$ cat src/rtl/uart_rx_pkg.sv
package uart_rx_pkg;
    typedef enum logic [1:0] {PH_IDLE, PH_START, PH_DATA, PH_STOP} rx_phase_t;

    typedef struct packed {
        logic       fe;
        logic [7:0] data;
    } rx_entry_t;
endpackage

$ cat src/rtl/uart_rx_sampler.sv
module uart_rx_sampler
    import uart_rx_pkg::*;
#(
    parameter int OSR = 16,
    parameter int DW  = 8
) (
    input  logic          clk,
    input  logic          rst_n,
    input  logic          tick,
    input  logic          rxd,
    output logic          rx_lvl,
    output logic          rx_idle,
    output logic          frm_vld,
    output logic          frm_fe,
    output logic [DW-1:0] frm_data
);
    localparam int CNTW = $clog2(OSR);
    localparam int IDXW = $clog2(DW);
    localparam logic [CNTW-1:0] MID  = CNTW'(OSR / 2 - 1);
    localparam logic [CNTW-1:0] LAST = CNTW'(OSR - 1);
    localparam logic [IDXW-1:0] TOP  = IDXW'(DW - 1);

    typedef struct packed {
        rx_phase_t       ph;
        logic [CNTW-1:0] cnt;
        logic [IDXW-1:0] idx;
        logic [DW-1:0]   sh;
        logic [1:0]      sync;
        logic            vld;
        logic            fe;
    } smp_t;

    smp_t q, d;
    logic line;

    assign line = q.sync[1];

    always_comb begin
        d      = q;
        d.vld  = 1'b0;
        d.sync = {q.sync[0], rxd};
        if (tick) begin
            case (q.ph)
                PH_IDLE: begin
                    if (!line) begin
                        d.ph  = PH_START;
                        d.cnt = '0;
                    end
                end
                PH_START: begin
                    if (q.cnt == MID) begin
                        d.cnt = '0;
                        d.idx = '0;
                        d.ph  = line ? PH_IDLE : PH_DATA;
                    end else begin
                        d.cnt = q.cnt + 1'b1;
                    end
                end
                PH_DATA: begin
                    if (q.cnt == LAST) begin
                        d.cnt = '0;
                        d.sh  = {line, q.sh[DW-1:1]};
                        if (q.idx == TOP) d.ph = PH_STOP;
                        else              d.idx = q.idx + 1'b1;
                    end else begin
                        d.cnt = q.cnt + 1'b1;
                    end
                end
                PH_STOP: begin
                    if (q.cnt == LAST) begin
                        d.cnt = '0;
                        d.vld = 1'b1;
                        d.fe  = ~line;
                        d.ph  = PH_IDLE;
                    end else begin
                        d.cnt = q.cnt + 1'b1;
                    end
                end
                default: d.ph = PH_IDLE;
            endcase
        end
    end

    always_ff @(posedge clk or negedge rst_n) begin
        if (!rst_n) begin
            q.ph   <= PH_IDLE;
            q.cnt  <= '0;
            q.idx  <= '0;
            q.sh   <= '0;
            q.sync <= 2'b11;
            q.vld  <= 1'b0;
            q.fe   <= 1'b0;
        end else begin
            q <= d;
        end
    end

    assign rx_lvl   = line;
    assign rx_idle  = (q.ph == PH_IDLE);
    assign frm_vld  = q.vld;
    assign frm_fe   = q.fe;
    assign frm_data = q.sh;
endmodule

$ cat src/rtl/uart_rx_fifo.sv
module uart_rx_fifo
    import uart_rx_pkg::*;
#(
    parameter int DEPTH = 16
) (
    input  logic                       clk,
    input  logic                       rst_n,
    input  logic                       push,
    input  rx_entry_t                  wr_ent,
    input  logic                       pop,
    output rx_entry_t                  head,
    output logic [$clog2(DEPTH+1)-1:0] count,
    output logic                       ovr
);
    localparam int AW = $clog2(DEPTH);
    localparam int CW = $clog2(DEPTH + 1);
    localparam logic [CW-1:0] FULLV = CW'(DEPTH);

    typedef struct packed {
        logic [AW-1:0] wp;
        logic [AW-1:0] rp;
        logic [CW-1:0] cnt;
        logic          ovr;
    } ptr_t;

    ptr_t q, d;
    rx_entry_t mem [DEPTH];
    logic do_push, do_pop;

    always_comb begin
        do_push = push && (q.cnt != FULLV);
        do_pop  = pop && (q.cnt != '0);
        d       = q;
        d.ovr   = push && (q.cnt == FULLV);
        if (do_push) d.wp = q.wp + 1'b1;
        if (do_pop)  d.rp = q.rp + 1'b1;
        case ({do_push, do_pop})
            2'b10:   d.cnt = q.cnt + 1'b1;
            2'b01:   d.cnt = q.cnt - 1'b1;
            default: d.cnt = q.cnt;
        endcase
    end

    always_ff @(posedge clk or negedge rst_n) begin
        if (!rst_n) begin
            q <= '0;
        end else begin
            q <= d;
        end
    end

    always_ff @(posedge clk) begin
        if (do_push) mem[q.wp] <= wr_ent;
    end

    assign head  = mem[q.rp];
    assign count = q.cnt;
    assign ovr   = q.ovr;
endmodule

$ cat src/rtl/uart_rx_brk.sv
module uart_rx_brk #(
    parameter int DW = 8
) (
    input  logic          clk,
    input  logic          rst_n,
    input  logic          rx_lvl,
    input  logic          rx_idle,
    input  logic          frm_vld,
    input  logic          frm_fe,
    input  logic [DW-1:0] frm_data,
    input  logic          st_rd,
    input  logic          st_wr,
    input  logic          st_wbrk,
    output logic          push,
    output logic          brk,
    output logic          act
);
    typedef struct packed {
        logic brk;
        logic act;
        logic arm;
        logic after_fe;
    } bk_t;

    bk_t  q, d;
    logic detect;

    always_comb begin
        detect = frm_vld && frm_fe && q.after_fe && !q.act && (frm_data == '0);
        push   = frm_vld && !q.act && !detect;
        d      = q;

        if (rx_lvl)         d.after_fe = 1'b0;
        if (push && frm_fe) d.after_fe = 1'b1;

        if (detect)                          d.act = 1'b1;
        else if (q.act && rx_idle && rx_lvl) d.act = 1'b0;

        if (st_wr)               d.arm = 1'b0;
        else if (st_rd && q.brk) d.arm = 1'b1;

        if (st_wr && !st_wbrk && q.arm) d.brk = 1'b0;
        if (detect)                     d.brk = 1'b1;
    end

    always_ff @(posedge clk or negedge rst_n) begin
        if (!rst_n) begin
            q <= '0;
        end else begin
            q <= d;
        end
    end

    assign brk = q.brk;
    assign act = q.act;
endmodule

$ cat src/rtl/uart_rx_status.sv
module uart_rx_status
    import uart_rx_pkg::*;
#(
    parameter int OSR   = 16,
    parameter int DEPTH = 16
) (
    input  logic                       clk,
    input  logic                       rst_n,
    input  logic                       os_tick,
    input  logic                       rxd,
    input  logic                       st_rd,
    input  logic                       st_wr,
    input  logic                       st_wbrk,
    input  logic                       dr_rd,
    output logic [7:0]                 rx_byte,
    output logic                       st_brk,
    output logic                       st_fer,
    output logic [$clog2(DEPTH+1)-1:0] fifo_cnt,
    output logic                       rx_ovr
);
    localparam int DW = 8;

    logic          lvl_w, idle_w, frm_vld_w, frm_fe_w, push_w, act_w;
    logic [DW-1:0] frm_data_w;
    rx_entry_t     wr_ent, head_w;

    uart_rx_sampler #(.OSR(OSR), .DW(DW)) u_smp (
        .clk(clk), .rst_n(rst_n), .tick(os_tick), .rxd(rxd),
        .rx_lvl(lvl_w), .rx_idle(idle_w), .frm_vld(frm_vld_w),
        .frm_fe(frm_fe_w), .frm_data(frm_data_w)
    );

    uart_rx_brk #(.DW(DW)) u_brk (
        .clk(clk), .rst_n(rst_n), .rx_lvl(lvl_w), .rx_idle(idle_w),
        .frm_vld(frm_vld_w), .frm_fe(frm_fe_w), .frm_data(frm_data_w),
        .st_rd(st_rd), .st_wr(st_wr), .st_wbrk(st_wbrk),
        .push(push_w), .brk(st_brk), .act(act_w)
    );

    assign wr_ent.fe   = frm_fe_w;
    assign wr_ent.data = frm_data_w;

    uart_rx_fifo #(.DEPTH(DEPTH)) u_fifo (
        .clk(clk), .rst_n(rst_n), .push(push_w), .wr_ent(wr_ent),
        .pop(dr_rd), .head(head_w), .count(fifo_cnt), .ovr(rx_ovr)
    );

    assign st_fer  = (fifo_cnt != '0) && head_w.fe;
    assign rx_byte = (fifo_cnt != '0) ? head_w.data : 8'h00;
endmodule

$ cat config.mk
export PLATFORM = sky130hd
export DESIGN_NAME = uart_rx_status
export DESIGN_NICKNAME = d
export VERILOG_FILES = /design/src/rtl/uart_rx_pkg.sv /design/src/rtl/uart_rx_sampler.sv /design/src/rtl/uart_rx_fifo.sv /design/src/rtl/uart_rx_brk.sv /design/src/rtl/uart_rx_status.sv
export SDC_FILE = /design/constraint.sdc
export NUM_CORES = 1
export LEC_CHECK = 0
export BUFFER_PORTS_ARGS = -buffer_cell sky130_fd_sc_hd__buf_2
export CORE_UTILIZATION = 35
export CTS_BUF_LIST = sky130_fd_sc_hd__clkbuf_4
export DETAILED_ROUTE_END_ITERATION = 6
export PLACE_DENSITY = 0.59
export SETUP_SLACK_MARGIN = 0.2
export SLEW_MARGIN = 0
export SYNTH_ARGS = -nofsm -noshare
export SYNTH_HDL_FRONTEND = slang
export SYNTH_SLANG_ARGS = --single-unit
$ cat constraint.sdc
create_clock -name clk -period 3.99 [get_ports clk]
set_clock_uncertainty 0.2 [all_clocks]
set_input_delay 0.5985 -clock clk [delete_from_list [all_inputs] [get_ports clk]]
set_output_delay 0.5985 -clock clk [all_outputs]
set_load 0.02 [all_outputs]
==> impl_metrics.json <==
{
  "status": "finished, final reports clean",
  "die_h_um": 149.7,
  "grt-ovfl-total": 0,
  "syn_area_per_cell_um2": 17.79,
  "seqCellArea_um2": 5304,
  "antenna_left": 0,
  "yosys.area.top_type_share_pct": 56.67,
  "multi_input_area_um2": 2141,
  "fin_crit_ns": 3.554,
  "worst_setup_path_start_kind": "flip-flop",
  "finalCritPeriodShare_pct": 89.07,
  "die-area_um2": 22400,
  "netlist_area_um2": 7631,
  "ys_seq_area_share_pct": 69.49,
  "rows": 53,
  "io_pins": 24,
  "tightest_slew_ns": 0.9843,
  "wl_per_cell_um": 19.50,
  "synth_edf_count": 144,
  "root_buffer": "clkbuf_4",
  "htreeDepth": 4,
  "cts_buffer_depth": 2,
  "layout_common_cells": "144 x edfxtp_1, 36 x dfrtp_1, 23 x buf_2",
  "crit_required_ns": 3.19,
  "hold_path.class": "in -> reg",
  "finalPower_mw": 4.643,
  "syn_inst": 429,
  "grt_max_degree": 40,
  "dp_hpwl_mm": 9.359,
  "max_slew_margin_pct": 34.14,
  "drive_gt1_share_pct": 23.32,
  "firstDrtPassIters": 4,
  "postLayoutCellArea_um2": 8413,
  "grt_pass1_wl_mm": 22.98,
  "cp.arrival_ns": 2.76,
  "layout_commonest_cell": "edfxtp_1",
  "initial_core_util_pct": 35.96,
  "synth_nets": 448,
  "hold_viol_final": 0,
  "p_leak_nw": 2.914,
  "via_per_inst": 5.101,
  "portBuffers": 23,
  "cts_inserted_buffers": 17,
  "crit_type": "reg -> out",
  "ys_ff_latch": 183,
  "synth_area_leaders": "edfxtp_1 57%, dfrtp_1 12%, mux4_2 5.9%, mux4_1 5.5%, ha_1 1.8%",
  "yosysUniqueCellTypes": 47,
  "placed_cell_area_um2": 8045,
  "slew_violations": 0,
  "syn2layout_area_growth_pct": 10.25,
  "critPathCaptureType": "output pin",
  "antenna_found_initial": 1,
  "ir_worst_vdd_mv": 0.2467,
  "grtUsageTotal_pct": 14.28,
  "rsz0062_at_grt": "no",
  "synth_top_area_cell": "edfxtp_1",
  "max_freq_mhz": 281.4,
  "grt_pass1_vias": 3959,
  "die_w_um": 149.7,
  "drc": 0,
  "whs_ns": 0.06487,
  "vias": 3836,
  "clkTransAtPathRegs_ns": 0.16,
  "cts_tree": "yes",
  "ys.flop_type": "edfxtp_1",
  "clock-sinks": 183,
  "maxCapViolations": 0,
  "routed_wl_mm": 14.67,
  "core_area_um2": 21220,
  "cellPowerDensity_nw_per_um2": 551.9,
  "fin_setup_tns_ns": 0,
  "yosysWarnings": 0,
  "async_flop_share_pct": 21.31,
  "crit_fanout": 21,
  "drtIter0Drc": 248,
  "place.gp.congestion": 0.7389,
  "insertion_delay_ns": 0.56,
  "final_nets": 482,
  "report.final.setup_viol": 0,
  "fill_cells": 1928
}
==> critical path: stages, from the launching register on <==
cell and delay [ns]:
dfrtp_2 0.77, mux4_1 0.71, mux2_2 0.30, o21ai_1 0.14, a21oi_1 0.06, buf_2 0.19
==> path summary, 6_finish.rpt <==
check	start	to	slack, ns	cells after the start
max in group asynchronous	rst_n	u_fifo.q[7]	2.43	2
setup / recovery	u_fifo.q[7]	rx_byte[5]	0.44	5
hold / removal	st_rd	u_brk.q[1]	0.06	3
setup reg to reg	u_fifo.count[2]	u_fifo.count[4]	0.68	10
min in group asynchronous	rst_n	u_smp.q[15]	0.50	2
hold reg to reg	u_smp.d[3]	u_smp.rx_lvl	0.17	0
==> Yosys cell counts, types with 2 or more instances <==
library cell,instances
a211o_1,2
a21oi_1,14
and3_1,3
buf_1,2
buf_2,8
buf_4,6
buf_6,2
clkbuf_1,6
dfrtp_1,37
dfstp_2,2
edfxtp_1,144
ha_1,11
inv_1,7
mux2_1,11
mux2_2,12
mux2i_1,11
mux4_1,16
mux4_2,20
nand2_1,18
nand2b_1,5
nand3_1,10
nand3b_1,2
nand4_1,2
nor2_1,18
nor2b_1,2
nor3_1,7
nor4_2,2
o21ai_0,3
o21ai_1,16
o31ai_1,2
xnor2_1,8
xor2_1,5
==> registers in the layout (all words and copies together), names as in the netlist, named ones only <==
signal,cells
u_brk.act,1
u_brk.brk,1
u_brk.q,2
u_fifo.count,5
u_fifo.mem,144
u_fifo.ovr,1
u_fifo.q,8
u_smp.d,1
u_smp.frm_data,8
u_smp.frm_fe,1
u_smp.frm_vld,1
u_smp.q,8
u_smp.rx_lvl,1
==> area by class of cell <==
class | count | area share [%]
multi-input cells | 212 | 25.45
repair buffers | 41 | 3.064
clock inverters | 15 | 2.454
flip-flops and latches | 183 | 63.04
diodes | 1 | 0.02974
clock buffers | 17 | 1.517
well taps | 275 | 4.090
inverters | 8 | 0.3569
==> metal layers <==
metal  GRT usage [%]  part of all wire [%]  vias to the layer above
met5               0                     0                        -
met3           3.293                   3.7                        9
li1                -                     -                     1753
met2           22.78                    48                       91
met4           3.838                  0.67                        0
met1           19.59                    48                     1983
==> cell families after synthesis <==
| group | count (synthesis) | share of synthesized area (%) |
|---|---|---|
| adder cells (fa/ha/maj) | 11 | 1.804 |
| XOR/XNOR | 13 | 1.492 |
| buffers and inverters | 34 | 2.459 |
| AND/OR/NAND/NOR | 75 | 5.083 |
| multiplexers | 70 | 16.25 |
| AO/OA/AOI/OAI | 43 | 3.427 |
| flip-flops | 183 | 69.49 |
==> power breakdown <==
group / leakage (nW) / switching, mW / internal (mW)
clock: 0.170 / 0.705 / 0.413
combinational: 0.954 / 0.557 / 0.514
sequential: 1.79 / 0.266 / 2.19
total: 2.91 / 1.53 / 3.12
==> timing repair <==
action | 4_1_cts | 5_1_grt
hold buffers | 3 | 0
setup buffers | 0 | 0
resized for setup | 1 | 0
endpoints found under the hold margin | 39 | 0
endpoints found under the setup margin | 9 | 0
==> metrics by stage <==
stage          instances  util, %  setup WS, ns
6_report             752    39.65        0.4362
5_1_grt              752    39.65        0.2587
4_1_cts              751    39.63        0.3773
3_5_place_dp         716    37.91        0.7095
3_3_place_gp         716    37.91        0.7112
2_1_floorplan        429        -         1.247
(Power assumes the default switching activity.)
